[src/rtl/sar_pkg.sv]
// sar_pkg: shared definitions for the successive-approximation controller.
// Assumes nothing beyond being compiled before the modules that import it.
package sar_pkg;

    // Phase of the converter as seen from outside.
    typedef enum logic [0:0] {
        PH_IDLE = 1'b0,
        PH_CONV = 1'b1
    } sar_phase_e;

    // Number of bits resolved for a given resolution selection.
    function automatic int unsigned bits_for(input logic hires, input int unsigned full_w,
                                             input int unsigned low_w);
        return hires ? full_w : low_w;
    endfunction

endpackage

[src/rtl/sar_settle_timer.sv]
// sar_settle_timer: counts down the settle cycles that precede each decision.
// Assumes reload_i wins over counting; zero_o is high when no wait remains.
module sar_settle_timer #(
    parameter int SETTLE_W = 3
) (
    input  logic                clk,
    input  logic                rst_n,
    input  logic                run_i,
    input  logic                reload_i,
    input  logic [SETTLE_W-1:0] reload_val_i,
    output logic                zero_o
);

    logic [SETTLE_W-1:0] cnt_q;

    // Reload on a new trial, otherwise count down while a conversion runs.
    always_ff @(posedge clk) begin
        if (!rst_n) begin
            cnt_q <= '0;
        end else if (reload_i) begin
            cnt_q <= reload_val_i;
        end else if (run_i && (cnt_q != '0)) begin
            cnt_q <= cnt_q - 1'b1;
        end
    end

    assign zero_o = (cnt_q == '0);

endmodule

[src/rtl/sar_bit_engine.sv]
// sar_bit_engine: working register and trial pointer of the conversion.
// Assumes load_i and decide_i are never high together and that hires_i is
// stable for the whole conversion. The pointer is a one-hot mask on the bit
// under trial; the lowest position used depends on the resolution.
module sar_bit_engine #(
    parameter int DATA_W = 10,
    parameter int LOW_W  = 8
) (
    input  logic              clk,
    input  logic              rst_n,
    input  logic              load_i,
    input  logic              decide_i,
    input  logic              cmp_i,
    input  logic              hires_i,
    output logic [DATA_W-1:0] code_o,
    output logic [DATA_W-1:0] decided_o,
    output logic              last_o
);

    localparam int SHIFT = DATA_W - LOW_W;
    localparam logic [DATA_W-1:0] TOP_ONLY = {1'b1, {(DATA_W-1){1'b0}}};

    logic [DATA_W-1:0] work_q;
    logic [DATA_W-1:0] mask_q;
    logic [DATA_W-1:0] work_d;

    assign last_o = hires_i ? mask_q[0] : mask_q[SHIFT];

    // Per bit: settle the bit under trial, and raise the next trial below it.
    generate
        for (genvar i = 0; i < DATA_W; i++) begin : g_bit
            assign decided_o[i] = mask_q[i] ? cmp_i : work_q[i];
            if (i < DATA_W - 1) begin : g_trial
                assign work_d[i] = decided_o[i] | (mask_q[i+1] & ~last_o);
            end else begin : g_top
                assign work_d[i] = decided_o[i];
            end
        end
    endgenerate

    // Load the first trial on start; step one position per decision.
    always_ff @(posedge clk) begin
        if (!rst_n) begin
            work_q <= '0;
            mask_q <= '0;
        end else if (load_i) begin
            work_q <= TOP_ONLY;
            mask_q <= TOP_ONLY;
        end else if (decide_i) begin
            work_q <= work_d;
            mask_q <= last_o ? '0 : (mask_q >> 1);
        end
    end

    assign code_o = work_q;

endmodule

[src/rtl/sar_serial_out.sv]
// sar_serial_out: registers each decided bit with a one-cycle strobe.
// Assumes at most one decision per cycle.
module sar_serial_out (
    input  logic clk,
    input  logic rst_n,
    input  logic decide_i,
    input  logic bit_i,
    output logic ser_bit_o,
    output logic ser_vld_o
);

    // Capture the decision and pulse the strobe for one cycle.
    always_ff @(posedge clk) begin
        if (!rst_n) begin
            ser_bit_o <= 1'b0;
            ser_vld_o <= 1'b0;
        end else begin
            ser_vld_o <= decide_i;
            if (decide_i) begin
                ser_bit_o <= bit_i;
            end
        end
    end

endmodule

[src/rtl/sar_ctrl.sv]
// sar_ctrl: successive-approximation conversion controller (top).
// Drives the trial code to an external DAC and reads one comparator bit that
// is 1 when the held input is at or above the DAC level. Resolution and settle
// time are captured at start; starts while busy are dropped.
module sar_ctrl
    import sar_pkg::*;
#(
    parameter int DATA_W   = 10,
    parameter int LOW_W    = 8,
    parameter int SETTLE_W = 3
) (
    input  logic                clk,
    input  logic                rst_n,
    input  logic                start_i,
    input  logic                hi_res_i,
    input  logic [SETTLE_W-1:0] settle_i,
    input  logic                cmp_i,
    output logic [DATA_W-1:0]   dac_code_o,
    output logic                busy_o,
    output logic                eoc_o,
    output logic [DATA_W-1:0]   result_o,
    output logic                ser_bit_o,
    output logic                ser_vld_o
);

    localparam int SHIFT = DATA_W - LOW_W;

    sar_phase_e          phase_q;
    logic                eoc_q;
    logic                hires_q;
    logic [SETTLE_W-1:0] settle_q;
    logic [DATA_W-1:0]   result_q;
    logic [DATA_W-1:0]   decided;
    logic [DATA_W-1:0]   packed_res;
    logic                last_bit;
    logic                tmr_zero;
    logic                accept;
    logic                decide;
    logic [SETTLE_W-1:0] reload_val;

    assign accept     = start_i && (phase_q == PH_IDLE);
    assign decide     = (phase_q == PH_CONV) && tmr_zero;
    assign reload_val = accept ? settle_i : settle_q;

    sar_settle_timer #(
        .SETTLE_W (SETTLE_W)
    ) u_timer (
        .clk          (clk),
        .rst_n        (rst_n),
        .run_i        (phase_q == PH_CONV),
        .reload_i     (accept || decide),
        .reload_val_i (reload_val),
        .zero_o       (tmr_zero)
    );

    sar_bit_engine #(
        .DATA_W (DATA_W),
        .LOW_W  (LOW_W)
    ) u_engine (
        .clk       (clk),
        .rst_n     (rst_n),
        .load_i    (accept),
        .decide_i  (decide),
        .cmp_i     (cmp_i),
        .hires_i   (hires_q),
        .code_o    (dac_code_o),
        .decided_o (decided),
        .last_o    (last_bit)
    );

    sar_serial_out u_serial (
        .clk       (clk),
        .rst_n     (rst_n),
        .decide_i  (decide),
        .bit_i     (cmp_i),
        .ser_bit_o (ser_bit_o),
        .ser_vld_o (ser_vld_o)
    );

    // Right-align the short result when the narrow mode exists.
    generate
        if (SHIFT > 0) begin : g_narrow
            assign packed_res = hires_q ? decided
                                        : {{SHIFT{1'b0}}, decided[DATA_W-1:SHIFT]};
        end else begin : g_full
            assign packed_res = decided;
        end
    endgenerate

    // Phase, end flag and captured settings.
    always_ff @(posedge clk) begin
        if (!rst_n) begin
            phase_q  <= PH_IDLE;
            eoc_q    <= 1'b0;
            hires_q  <= 1'b0;
            settle_q <= '0;
        end else if (accept) begin
            phase_q  <= PH_CONV;
            eoc_q    <= 1'b0;
            hires_q  <= hi_res_i;
            settle_q <= settle_i;
        end else if (decide && last_bit) begin
            phase_q  <= PH_IDLE;
            eoc_q    <= 1'b1;
        end
    end

    // Update the published result only when the last bit is decided.
    always_ff @(posedge clk) begin
        if (!rst_n) begin
            result_q <= '0;
        end else if (decide && last_bit) begin
            result_q <= packed_res;
        end
    end

    assign busy_o   = (phase_q == PH_CONV);
    assign eoc_o    = eoc_q;
    assign result_o = result_q;

endmodule

[config.mk]
export PLATFORM = sky130hd
export DESIGN_NAME = sar_ctrl
export DESIGN_NICKNAME = d
export VERILOG_FILES = /design/src/rtl/sar_pkg.sv /design/src/rtl/sar_settle_timer.sv /design/src/rtl/sar_bit_engine.sv /design/src/rtl/sar_serial_out.sv /design/src/rtl/sar_ctrl.sv
export SDC_FILE = /design/constraint.sdc
export NUM_CORES = 1
export LEC_CHECK = 0
export BUFFER_PORTS_ARGS = -buffer_cell sky130_fd_sc_hd__buf_2
export CAP_MARGIN = 20
export CORE_MARGIN = 2
export CORE_UTILIZATION = 50
export CTS_CLUSTER_DIAMETER = 30
export DETAILED_ROUTE_END_ITERATION = 7
export GPL_ROUTABILITY_DRIVEN = 0
export MAX_ROUTING_LAYER = met4
export PLACE_DENSITY = 0.83
export SETUP_SLACK_MARGIN = 0.2
export SLEW_MARGIN = 20
export SYNTH_ARGS = -nofsm -noshare
export SYNTH_HDL_FRONTEND = slang
export SYNTH_SLANG_ARGS = --single-unit
[constraint.sdc]
create_clock -name clk -period 1.8 [get_ports clk]
set_input_delay 0.18 -clock clk [delete_from_list [all_inputs] [get_ports clk]]
set_output_delay 0.18 -clock clk [all_outputs]
set_load 0.01 [all_outputs]
==> flow_summary.toml <==
[clock_network]
clock-sinks = 41
cts-buffers-inserted = 5
clk_path_buf_depth = 2
cts_hold_buf = 0
h-tree-depth = 2
cts_root_buf = "clkbuf_8"
clk_latency_ps = 290
clk_pin_slew_worst_paths_ps = 80
cts_tree = "built"

[detailed_routing]
drc = 0
vias = 1648
firstDrtPassIters = 4
wl_per_cell_um = 14.6
final_antenna_net_count = 0
viasPerCell = 5.61
drt_iter0_drc = 135
wirelength_um = 4290

[synth]
yosys_register_bits = 41
yosysUniqueCellTypes = 32
avgSynthCellArea_um2 = 8.82
synth_cells = 214
syn_nets = 224
syn_area_mm2 = 0.00189
ys_warn_count = 0
ys_seq_area_share_pct = 43.5

[critical_path]
reg2reg_depth = 6
rr_startpoint = "u_timer.cnt_q[0]"
critPathMaxFanout = 9
startpoint = "u_timer.cnt_q[0]"
r2r_end = "u_engine.code_o[1]"
required_ps = 2010
path_class = "register to register"
r2r_slack_ps = 320
start_kind = "register"
end_kind = "register"
arrival_ps = 1690

[global_routing]
grt_pass1_wl_um = 6810
grt_pass1_vias = 1458
antenna_found_initial = 0
grt_max_degree = 20
grt_overflow = 0
grt_usage_pct = 21.7

[finish]
final_cell_mix = "dfxtp_1 (40), buf_2 (31), nand2_1 (30), a21oi_1 (22), mux2_2 (15)"
antennaDiodeCount = 0
mostFrequentLayoutCell = "dfxtp_1"
fillers = 330
regArea_um2 = 822
multi_input_area_um2 = 950
drive_gt1_share_pct = 27.6
fin_nets = 255
syn_to_final_growth_pct = 15.4

[sta]
clock_skew_ps = 4.03
fin_hold_ws_ps = 135
layout_setup_ws_ps = 321
rsz0062_at_grt = "no"
tightestPinTransition_ps = 417
setup_viol = 0
period_minus_slack_ps = 1480
max_freq_ghz = 0.676
hold_violations = 0
setup_tns_ps = 0
slew_headroom_pct = 72.2
drv_slew = 0
fin_crit_sh_pct = 82.2

[worst_hold_path]
hp-start = "hi_res_i"
hp-class = "primary input to register"
holdPathStages = 3
hold_end = "hires_q"

[floorplan]
coreArea_mm2 = 0.00363
die_w_um = 65.5
rows = 22
start_util_pct = 52.0
die-area_mm2 = 0.00428
die_h_um = 65.5
io_pins = 32

[status]
status = "complete, no violations"

[power]
p_leak_nw = 0.846
max-vdd-ir-drop_uv = 472
pwr_density_cell_mw_per_mm2 = 854

[placed_design]
detailed_place_hpwl_um = 2820
preCtsSetupSlack_ps = 289
port_buffers = 31

[run]
drv_cap = 0
==> per-layer routing <==
metal  track usage, %  vias to the layer above  wire length (um)
met5                -                        -                 0
met4             9.90                        0                90
met3             7.53                        9               234
met2             31.4                       49              2000
met1             27.4                      769              1960
li1                 -                      821                 -
==> what timing repair did <==
| action | 4_1_cts | 5_1_grt |
|---|---|---|
| gates resized for setup | 0 | 2 |
| setup endpoints to repair | 0 | 9 |
| setup buffers | 0 | 2 |
==> final cells by class <==
type | count | area share [%]
Multi-Input combinational cell | 150 | 43.6
Sequential cell | 41 | 37.7
Timing Repair Buffer | 39 | 9.88
Clock buffer | 7 | 4.42
Tap cell | 48 | 2.76
Inverter | 8 | 1.38
Clock inverter | 1 | 0.230
==> through the flow <==
step,instances,util (%),cell area [um2],power [mW]
after floorplan,214,-,1890,1.16
after global placement,284,56.7,2060,1.22
after detailed placement,284,56.7,2060,1.22
after CTS,292,59.5,2160,1.88
after global routing,294,60.0,2180,1.97
final,294,60.0,2180,1.86
==> cell families after synthesis <==
logic type               count (synthesis)  share of synthesized area [%]
adder cells (fa/ha/maj)                  2                           1.33
flip-flops                              41                           43.5
AND/OR/NAND/NOR                         71                           17.7
buffers and inverters                   23                           6.29
AO/OA/AOI/OAI                           53                           16.8
multiplexers                            24                           14.4
==> cell usage after synthesis <==
master | n | area [um2]
a211oi_1 | 12 | 90.1
a21oi_1 | 22 | 110
a311oi_1 | 2 | 17.5
a31oi_1 | 2 | 12.5
and3b_1 | 2 | 17.5
buf_2 | 7 | 35.0
buf_4 | 2 | 15.0
buf_6 | 2 | 22.5
clkbuf_1 | 3 | 11.3
clkbuf_2 | 1 | 5.00
dfxtp_1 | 41 | 821
ha_1 | 2 | 25.0
inv_1 | 8 | 30.0
mux2_2 | 15 | 169
mux2i_1 | 8 | 80.1
mux2i_4 | 1 | 22.5
nand2_1 | 30 | 113
nand2_2 | 1 | 6.26
nand2b_1 | 2 | 12.5
nand3_1 | 10 | 50.1
nand3b_2 | 1 | 11.3
nand4_1 | 2 | 12.5
nor2_1 | 11 | 41.3
nor2_2 | 1 | 6.26
nor2b_1 | 2 | 12.5
nor3_1 | 7 | 35.0
nor3b_1 | 1 | 7.51
nor4b_1 | 1 | 8.76
o21ai_0 | 6 | 30.0
o21ai_1 | 2 | 10.0
o22ai_1 | 6 | 37.5
o32a_1 | 1 | 10.0
==> registers in the layout, indices dropped and copies added (netlist names) <==
name / flops
busy_o: 1
eoc_o: 1
hires_q: 1
result_o: 10
settle_q: 3
u_engine.code_o: 10
u_engine.mask_q: 10
u_serial.ser_bit_o: 1
u_serial.ser_vld_o: 1
u_timer.cnt_q: 3
==> worst max-delay path, cell delays in order, from the launching register on <==
cell      delay, ps
dfxtp_1         320
inv_1            90
ha_1            240
and3b_2         260
buf_4           180
o21ai_0          90
a211oi_1        220
==> how the worst max path moves through the flow <==
| stage | slack [ps] | depth (start not counted) | end |
|---|---|---|---|
| after detailed placement | 290 | 6 | u_timer.cnt_q[0] |
| after CTS | 270 | 6 | u_timer.cnt_q[0] |
| after global routing | 230 | 6 | u_engine.code_o[1] |
| final | 320 | 6 | u_engine.code_o[1] |
| after global placement | 330 | 6 | u_engine.code_o[1] |
| after floorplan | 430 | 7 | eoc_o |
==> power breakdown <==
group	switching (mW)	leakage (nW)	internal [mW]
Sequential	0.0291	0.333	0.937
Clock	0.307	0.0542	0.346
Combinational	0.139	0.459	0.102
(Power assumes the default switching activity.)
